[config.mk]
export PLATFORM = sky130hd
export DESIGN_NAME = rxq_trigger_fifo
export DESIGN_NICKNAME = d
export VERILOG_FILES = /design/src/rtl/rxq_pkg.sv /design/src/rtl/rxq_datapath.sv /design/src/rtl/rxq_ctrl.sv /design/src/rtl/rxq_trigger_fifo.sv
export SDC_FILE = /design/constraint.sdc
export NUM_CORES = 1
export LEC_CHECK = 0
export ABC_AREA = 1
export BUFFER_PORTS_ARGS = -buffer_cell sky130_fd_sc_hd__buf_2
export CAP_MARGIN = 0
export CORE_ASPECT_RATIO = 1.25
export CORE_UTILIZATION = 50
export DETAILED_ROUTE_END_ITERATION = 10
export PLACE_DENSITY = 0.64
export SETUP_SLACK_MARGIN = 0.3
export SYNTH_ARGS = -nofsm -noshare
export SYNTH_HDL_FRONTEND = slang
export SYNTH_HIERARCHICAL = 1
export SYNTH_SLANG_ARGS = --single-unit
[constraint.sdc]
create_clock -name clk -period 3.7 [get_ports clk]
set_input_delay 0.37 -clock clk [delete_from_list [all_inputs] [get_ports clk]]
set_output_delay 0.37 -clock clk [all_outputs]
set_load 0.01 [all_outputs]
[src/rtl/rxq_pkg.sv]
package rxq_pkg;
  typedef struct packed {
    logic doPush;
    logic doPop;
  } rxqStrobe_t;
endpackage

[src/rtl/rxq_datapath.sv]
module rxq_datapath
  import rxq_pkg::*;
#(
  parameter int DEPTH = 16,
  parameter int WIDTH = 8,
  localparam int PW = $clog2(DEPTH),
  localparam int CW = $clog2(DEPTH) + 1
) (
  input  logic             clk,
  input  logic             rstN,
  input  rxqStrobe_t       strobe,
  input  logic [WIDTH-1:0] pushData,
  output logic [WIDTH-1:0] headData,
  output logic [CW-1:0]    count
);
  logic [WIDTH-1:0] mem [DEPTH];
  logic [PW-1:0] wrPtr, rdPtr;

  always_ff @(posedge clk) begin
    if (strobe.doPush) mem[wrPtr] <= pushData;
  end

  always_ff @(posedge clk or negedge rstN) begin
    if (!rstN) begin
      wrPtr <= '0;
      rdPtr <= '0;
      count <= '0;
    end else begin
      if (strobe.doPush) wrPtr <= (wrPtr == PW'(DEPTH - 1)) ? '0 : wrPtr + 1'b1;
      if (strobe.doPop)  rdPtr <= (rdPtr == PW'(DEPTH - 1)) ? '0 : rdPtr + 1'b1;
      case ({strobe.doPush, strobe.doPop})
        2'b10:   count <= count + 1'b1;
        2'b01:   count <= count - 1'b1;
        default: count <= count;
      endcase
    end
  end

  assign headData = mem[rdPtr];

  AST_NO_OVERFLOW: assert property (@(posedge clk) disable iff (!rstN)
    count <= CW'(DEPTH));
  AST_NO_EMPTY_POP: assert property (@(posedge clk) disable iff (!rstN)
    !(strobe.doPop && count == '0));
  AST_PUSH_POP_HOLD: assert property (@(posedge clk) disable iff (!rstN)
    (strobe.doPush && strobe.doPop) |=> $stable(count));
endmodule

[src/rtl/rxq_ctrl.sv]
module rxq_ctrl
  import rxq_pkg::*;
#(
  parameter int DEPTH = 16,
  parameter int LVL0 = 1,
  parameter int LVL1 = 4,
  parameter int LVL2 = 8,
  parameter int LVL3 = 14,
  localparam int CW = $clog2(DEPTH) + 1
) (
  input  logic          clk,
  input  logic          rstN,
  input  logic [CW-1:0] count,
  input  logic          pushValid,
  input  logic          cpuDataRd,
  input  logic          dmaAck,
  input  logic          dmaEn,
  input  logic          statusRd,
  input  logic          statusWrEn,
  input  logic          statusWrFull,
  input  logic          statusWrOvr,
  input  logic [1:0]    trigSel,
  output rxqStrobe_t    strobe,
  output logic          fullFlag,
  output logic          ovrFlag,
  output logic          dmaReq
);
  logic [CW-1:0] trigLvl;
  logic [CW-1:0] afterCnt;
  logic fullArmed, ovrArmed;
  logic swClr, dmaClr, ovrClr, dropPush;

  always_comb begin
    case (trigSel)
      2'd0:    trigLvl = CW'(LVL0);
      2'd1:    trigLvl = CW'(LVL1);
      2'd2:    trigLvl = CW'(LVL2);
      default: trigLvl = CW'(LVL3);
    endcase
  end

  always_comb begin
    strobe.doPop  = (cpuDataRd || dmaAck) && (count != '0);
    strobe.doPush = pushValid && ((count != CW'(DEPTH)) || strobe.doPop);
  end

  assign afterCnt = count + CW'(strobe.doPush) - CW'(strobe.doPop);
  assign swClr    = statusWrEn && fullArmed && !statusWrFull;
  assign dmaClr   = dmaAck && strobe.doPop;
  assign ovrClr   = statusWrEn && ovrArmed && !statusWrOvr;
  assign dropPush = pushValid && !strobe.doPush;

  always_ff @(posedge clk or negedge rstN) begin
    if (!rstN) begin
      fullFlag  <= 1'b0;
      ovrFlag   <= 1'b0;
      fullArmed <= 1'b0;
      ovrArmed  <= 1'b0;
    end else begin
      if (afterCnt >= trigLvl)    fullFlag <= 1'b1;
      else if (swClr || dmaClr)   fullFlag <= 1'b0;

      if (dropPush)               ovrFlag <= 1'b1;
      else if (ovrClr)            ovrFlag <= 1'b0;

      if (statusWrEn) begin
        fullArmed <= 1'b0;
        ovrArmed  <= 1'b0;
      end else if (statusRd) begin
        fullArmed <= fullFlag;
        ovrArmed  <= ovrFlag;
      end
    end
  end

  assign dmaReq = fullFlag && dmaEn;

  AST_FLAG_HOLDS: assert property (@(posedge clk) disable iff (!rstN)
    (count >= trigLvl && !strobe.doPop) |=> fullFlag);
  AST_FLAG_FALL_CAUSE: assert property (@(posedge clk) disable iff (!rstN)
    $fell(fullFlag) |-> $past(dmaAck || (statusWrEn && fullArmed)));
  AST_OVR_STICKY: assert property (@(posedge clk) disable iff (!rstN)
    (ovrFlag && !statusWrEn) |=> ovrFlag);
  AST_DROP_SETS_OVR: assert property (@(posedge clk) disable iff (!rstN)
    (pushValid && count == CW'(DEPTH) && !cpuDataRd && !dmaAck) |=> ovrFlag);
endmodule

[src/rtl/rxq_trigger_fifo.sv]
module rxq_trigger_fifo
  import rxq_pkg::*;
#(
  parameter int DEPTH = 16,
  parameter int WIDTH = 8,
  parameter int CNT_OUT_W = 8,
  localparam int CW = $clog2(DEPTH) + 1
) (
  input  logic                 clk,
  input  logic                 rstN,
  input  logic                 pushValid,
  input  logic [WIDTH-1:0]     pushData,
  input  logic                 cpuDataRd,
  output logic [WIDTH-1:0]     cpuDataOut,
  input  logic                 statusRd,
  input  logic                 statusWrEn,
  input  logic                 statusWrFull,
  input  logic                 statusWrOvr,
  input  logic [1:0]           trigSel,
  input  logic                 dmaEn,
  output logic                 dmaReq,
  input  logic                 dmaAck,
  output logic                 fullFlag,
  output logic                 ovrFlag,
  output logic [CNT_OUT_W-1:0] fillCount
);
  rxqStrobe_t strobe;
  logic [CW-1:0] count;

  rxq_ctrl #(.DEPTH(DEPTH)) i_ctrl (
    .clk(clk), .rstN(rstN), .count(count), .pushValid(pushValid),
    .cpuDataRd(cpuDataRd), .dmaAck(dmaAck), .dmaEn(dmaEn),
    .statusRd(statusRd), .statusWrEn(statusWrEn),
    .statusWrFull(statusWrFull), .statusWrOvr(statusWrOvr),
    .trigSel(trigSel), .strobe(strobe), .fullFlag(fullFlag),
    .ovrFlag(ovrFlag), .dmaReq(dmaReq)
  );

  rxq_datapath #(.DEPTH(DEPTH), .WIDTH(WIDTH)) i_datapath (
    .clk(clk), .rstN(rstN), .strobe(strobe), .pushData(pushData),
    .headData(cpuDataOut), .count(count)
  );

  assign fillCount = CNT_OUT_W'(count);
endmodule

==> impl.org <==
** GRT
- Via count of the first global-routing pass :: 4329
- GRT Overall Usage :: 22.50%
- GRT Residual Overflow :: 0
- The number of antenna violations at the first check in global routing came to 0.
- The first global-routing pass estimated 22.41 mm of wire.
- Entering global routing, the biggest net connects 83 pins.

** Layout
- Share of post-route cells with drive strength above 1 :: 11.64%
- The net count of the finished layout is 679.
- Number of antenna cells inserted :: 0
- Fill cell instance count of the final layout :: 1039
- After routing the design area is 7361 um^2.
- Cells fill 57.87% of the core in the end.
- Area overhead of the layout relative to synthesis :: 12.38%

** Yosys
- Area share of the leading cell type in the synthesized netlist :: 58.68%
- Post-Syn Area :: 6550 um^2
- Async SR Flop Fraction :: 11.72%
- Flip-flop and latch count after synthesis :: 145
- After synthesis, the mean cell area works out to 10.77 um^2.
- Fraction of the mapped netlist area in adder cells :: 3.744%
- Synthesized instance count :: 608
- Post-synth cell types :: 33
- Yosys mapped a number of flops with a built-in enable equal to 128.
- edfxtp_1 is the most common cell in the netlist.
- By area the synthesized netlist is led by edfxtp_1, dfrtp_1, nor2_1.
- Library cell with the largest summed area after synthesis :: edfxtp_1
- The most used flip-flop cell after synthesis is edfxtp_1.
- Sequential element share of the synthesized area :: 65.18%
- Synthesized-area fraction occupied by and/or/nand/nor cells :: 17.55%
- After synthesis, the largest family of logic cells by area is simple AND/OR/NAND/NOR gates.
- The synthesized netlist devotes 6.800% of its cell area to compound gates.
- Mux cell area share after synthesis :: 0%
- For this run, the number of Yosys warnings is 6.
- Of the total synthesized cell area, the portion taken by XOR and XNOR cells is 0.5349%.
- Counting instances in the post-synthesis netlist gives the leading cell types as edfxtp_1, nor2_1, nand2_1.

** Timing
- Hold_ws :: 219.6 ps
- In the post-route analysis, the smallest setup slack over all paths is 733.7 ps.
- Final Critical Period :: 2966 ps
- Share of the cycle needed by the critical path after routing :: 80.17%
- Summed over all failing endpoints, the final setup total negative slack is 0 ps.
- Setup violation total in the final timing report :: 0
- For this run, the top clock speed supported by timing is 0.3371 GHz.
- The final count of hold timing violations is 0.
- Measured against its own limit, the worst slew margin works out to 36.72%.
- Setup repair after global routing left no endpoint under its margin.
- Pins over their slew limit :: 0
- Between clock sinks in the finished design, the worst skew comes to 9.542 ps.
- Measured slew at the worst slew-check pin :: 945.8 ps

** Worst setup path
- The worst register-to-register path ends at i_ctrl/fullFlag$_DFFE_PN0P_.
- Of all nets on the critical path, the largest fanout is 10.
- Arr. time, crit path :: 3260 ps
- STA classifies the critical path startpoint as a flop.
- Endpoint required time on the critical path :: 4000 ps
- Critical Path End Type :: flop
- In this run the worst setup path terminates at i_ctrl/fullFlag$_DFFE_PN0P_.
- Worst setup path start :: i_datapath/count[2]$_DFFE_PN0P_
- Setup slack on the worst flop-to-flop path :: 730 ps
- The worst setup path is of the reg2reg kind.
- The number of cells on the worst reg-to-reg path is 15.
- Start of the worst register-to-register path :: i_datapath/count[2]$_DFFE_PN0P_

** Clocking
- In this run, CTS created clock tree buffers numbering 17.
- The later pin in the worst-skew pair is clocked with a latency of 420 ps.
- After clock tree synthesis, the repair step resized 0 gates.
- Max Buffers Root-to-Sink :: 2
- The tree built by TritonCTS fans out to 145 sinks.
- Register clock-pin slew on the reported worst setup and hold paths :: 60 ps
- Clk root buf :: clkbuf_16
- Post-CTS timing repair inserted 0 buffers for setup.
- The H-tree generated during clock tree synthesis spans 4 levels.
- TritonCTS built the clock tree.

** Detailed routing
- Number of detailed-routing iterations run before antenna repair :: 6
- The routed layout has 4486 vias.
- Via density per instance :: 5.464
- Wires add up to 14.36 mm.
- After detailed routing, the number of remaining DRC violations is 0.
- The count of nets left with antenna violations once routing finished came out at 0.
- After the first detailed-routing iteration, the DRC count stood at 265.
- Wire length per cell :: 17.49 um

** Power
- IR analysis of the VDD net gives a maximum drop of 0.4708 mV.
- Cell area power density :: 811.2 nW/um^2
- In this run the static leakage power is 0.002875 uW.

** Place
- Number of I/O port buffers :: 35
- Total cell area at the placement stage :: 6780 um^2
- Dpl ws :: 730.5 ps
- DP HPWL :: 9.085 mm
- At the end of routability-driven placement, the weighted congestion stood at 0.8479.

** Job
- Max-cap violations in this run came to 0.

** Floorplan
- The floorplan step set the die width to 104.4 um.
- Initial core utilization :: 51.50%
- Core area :: 12720 um^2
- The floorplan has 46 rows.
- The floorplan step set the die height to 130.0 um.
- Number of placed I/O pins :: 39
- The floorplan step defined a die boundary enclosing 13560 um^2.

** Min path
- Count of cells along the worst hold path :: 3
- The tightest min-delay check is of the in2reg type.

** Status
- The flow ran to the end, and the final reports show no timing, DRC or antenna violations.
kinds of logic (layout without fill, tap and decap cells):
group                    Yosys count  after routing
other                              1              3
buffers and inverters             84            127
XOR/XNOR                           4              4
AND/OR/NAND/NOR                  275            275
adder cells (fa/ha/maj)           19             19
AO/OA/AOI/OAI                     80             80
flip-flops                       145            145
area by class of cell:
type | instances | area [um^2] | share of cell area (%)
multi-input combinational | 381 | 1887 | 25.63
sequential | 145 | 4269 | 58.00
clock inverter | 14 | 141.4 | 1.921
tap | 168 | 210.2 | 2.856
clock buffer | 18 | 429.2 | 5.830
inverter | 55 | 209.0 | 2.839
timing repair buffer | 40 | 215.2 | 2.924
cells in the final DEF (no fill, tap or decap), types with 3 or more instances in the layout:
| cell type | Yosys | routed |
|---|---|---|
| inv_1 | 52 | 52 |
| buf_2 | 12 | 35 |
| dfrtp_1 | 17 | 17 |
| nand4_1 | 3 | 3 |
| nand2_1 | 82 | 82 |
| o211ai_1 | 16 | 16 |
| nor2_2 | 3 | 3 |
| conb_1 | 1 | 3 |
| o21ai_0 | 54 | 54 |
| ha_1 | 18 | 18 |
| clkinv_2 | 0 | 3 |
| nand3_1 | 69 | 69 |
| a21oi_1 | 3 | 3 |
| buf_4 | 6 | 4 |
| edfxtp_1 | 128 | 128 |
| o21ai_1 | 5 | 5 |
| clkinvlp_4 | 0 | 6 |
| nor2_1 | 113 | 113 |
| clkbuf_16 | 0 | 17 |
per-stage QoR:
stage	cells	total power [uW]
after floorplan	610	3770
after global placement	788	4303
after detailed placement	788	4372
after CTS	821	6000
after global routing	821	6381
final	821	5971
where the power goes:
group / internal, uW / switching (uW) / leakage [uW]
Combinational: 739 / 1500 / 0.00125
Clock: 986 / 638 / 0.000262
Sequential: 1980 / 129 / 0.00136
Total: 3710 / 2260 / 0.00287
worst max-delay path, stage by stage (launching register included):
cell     delay (ps)
dfrtp_1         430
inv_1           110
ha_1            170
nand4_1         120
nand2_1         100
inv_1           140
nand2_1         160
nand2_1          70
ha_1            210
fa_1            410
xor2_1          190
ha_1            330
a21oi_1         140
nand2_1          70
a21oi_1         120
nand3_1          80
sequential cells by signal, indices dropped and copies added (netlist names):
name and flops:
i_datapath/wrPtr 4, i_ctrl/ovrArmed 1, i_datapath/mem 128, i_ctrl/fullArmed 1
i_datapath/rdPtr 4, i_datapath/count 5, i_ctrl/fullFlag 1, i_ctrl/ovrFlag 1
how the worst min path moves through the flow:
stage	startpoint	to	slack (ps)
3_5_place_dp	rstN	i_ctrl/fullFlag$_DFFE_PN0P_	340
2_1_floorplan	rstN	i_ctrl/fullArmed$_DFFE_PN0P_	70
5_1_grt	statusRd	i_ctrl/ovrArmed$_DFFE_PN0P_	240
6_report	statusRd	i_ctrl/ovrArmed$_DFFE_PN0P_	220
3_3_place_gp	rstN	i_ctrl/fullArmed$_DFFE_PN0P_	320
4_1_cts	pushValid	i_ctrl/ovrFlag$_DFFE_PN0P_	210
repair_timing:
| action | CTS | global route |
|---|---|---|
| hold buffers | 1 | 0 |
| hold endpoints to repair | 17 | 0 |
| endpoints found under the setup margin | 0 | 0 |
per-layer routing:
layer | global-route usage (%) | up-vias | share of wire (%)
met5 | 0 | - | 0
met4 | 12.27 | 0 | 3.7
met3 | 5.045 | 37 | 4.9
met2 | 39.93 | 159 | 52
met1 | 25.42 | 2144 | 39
li1 | - | 2146 | -
No activity file was read; power rests on OpenSTA's default activity.
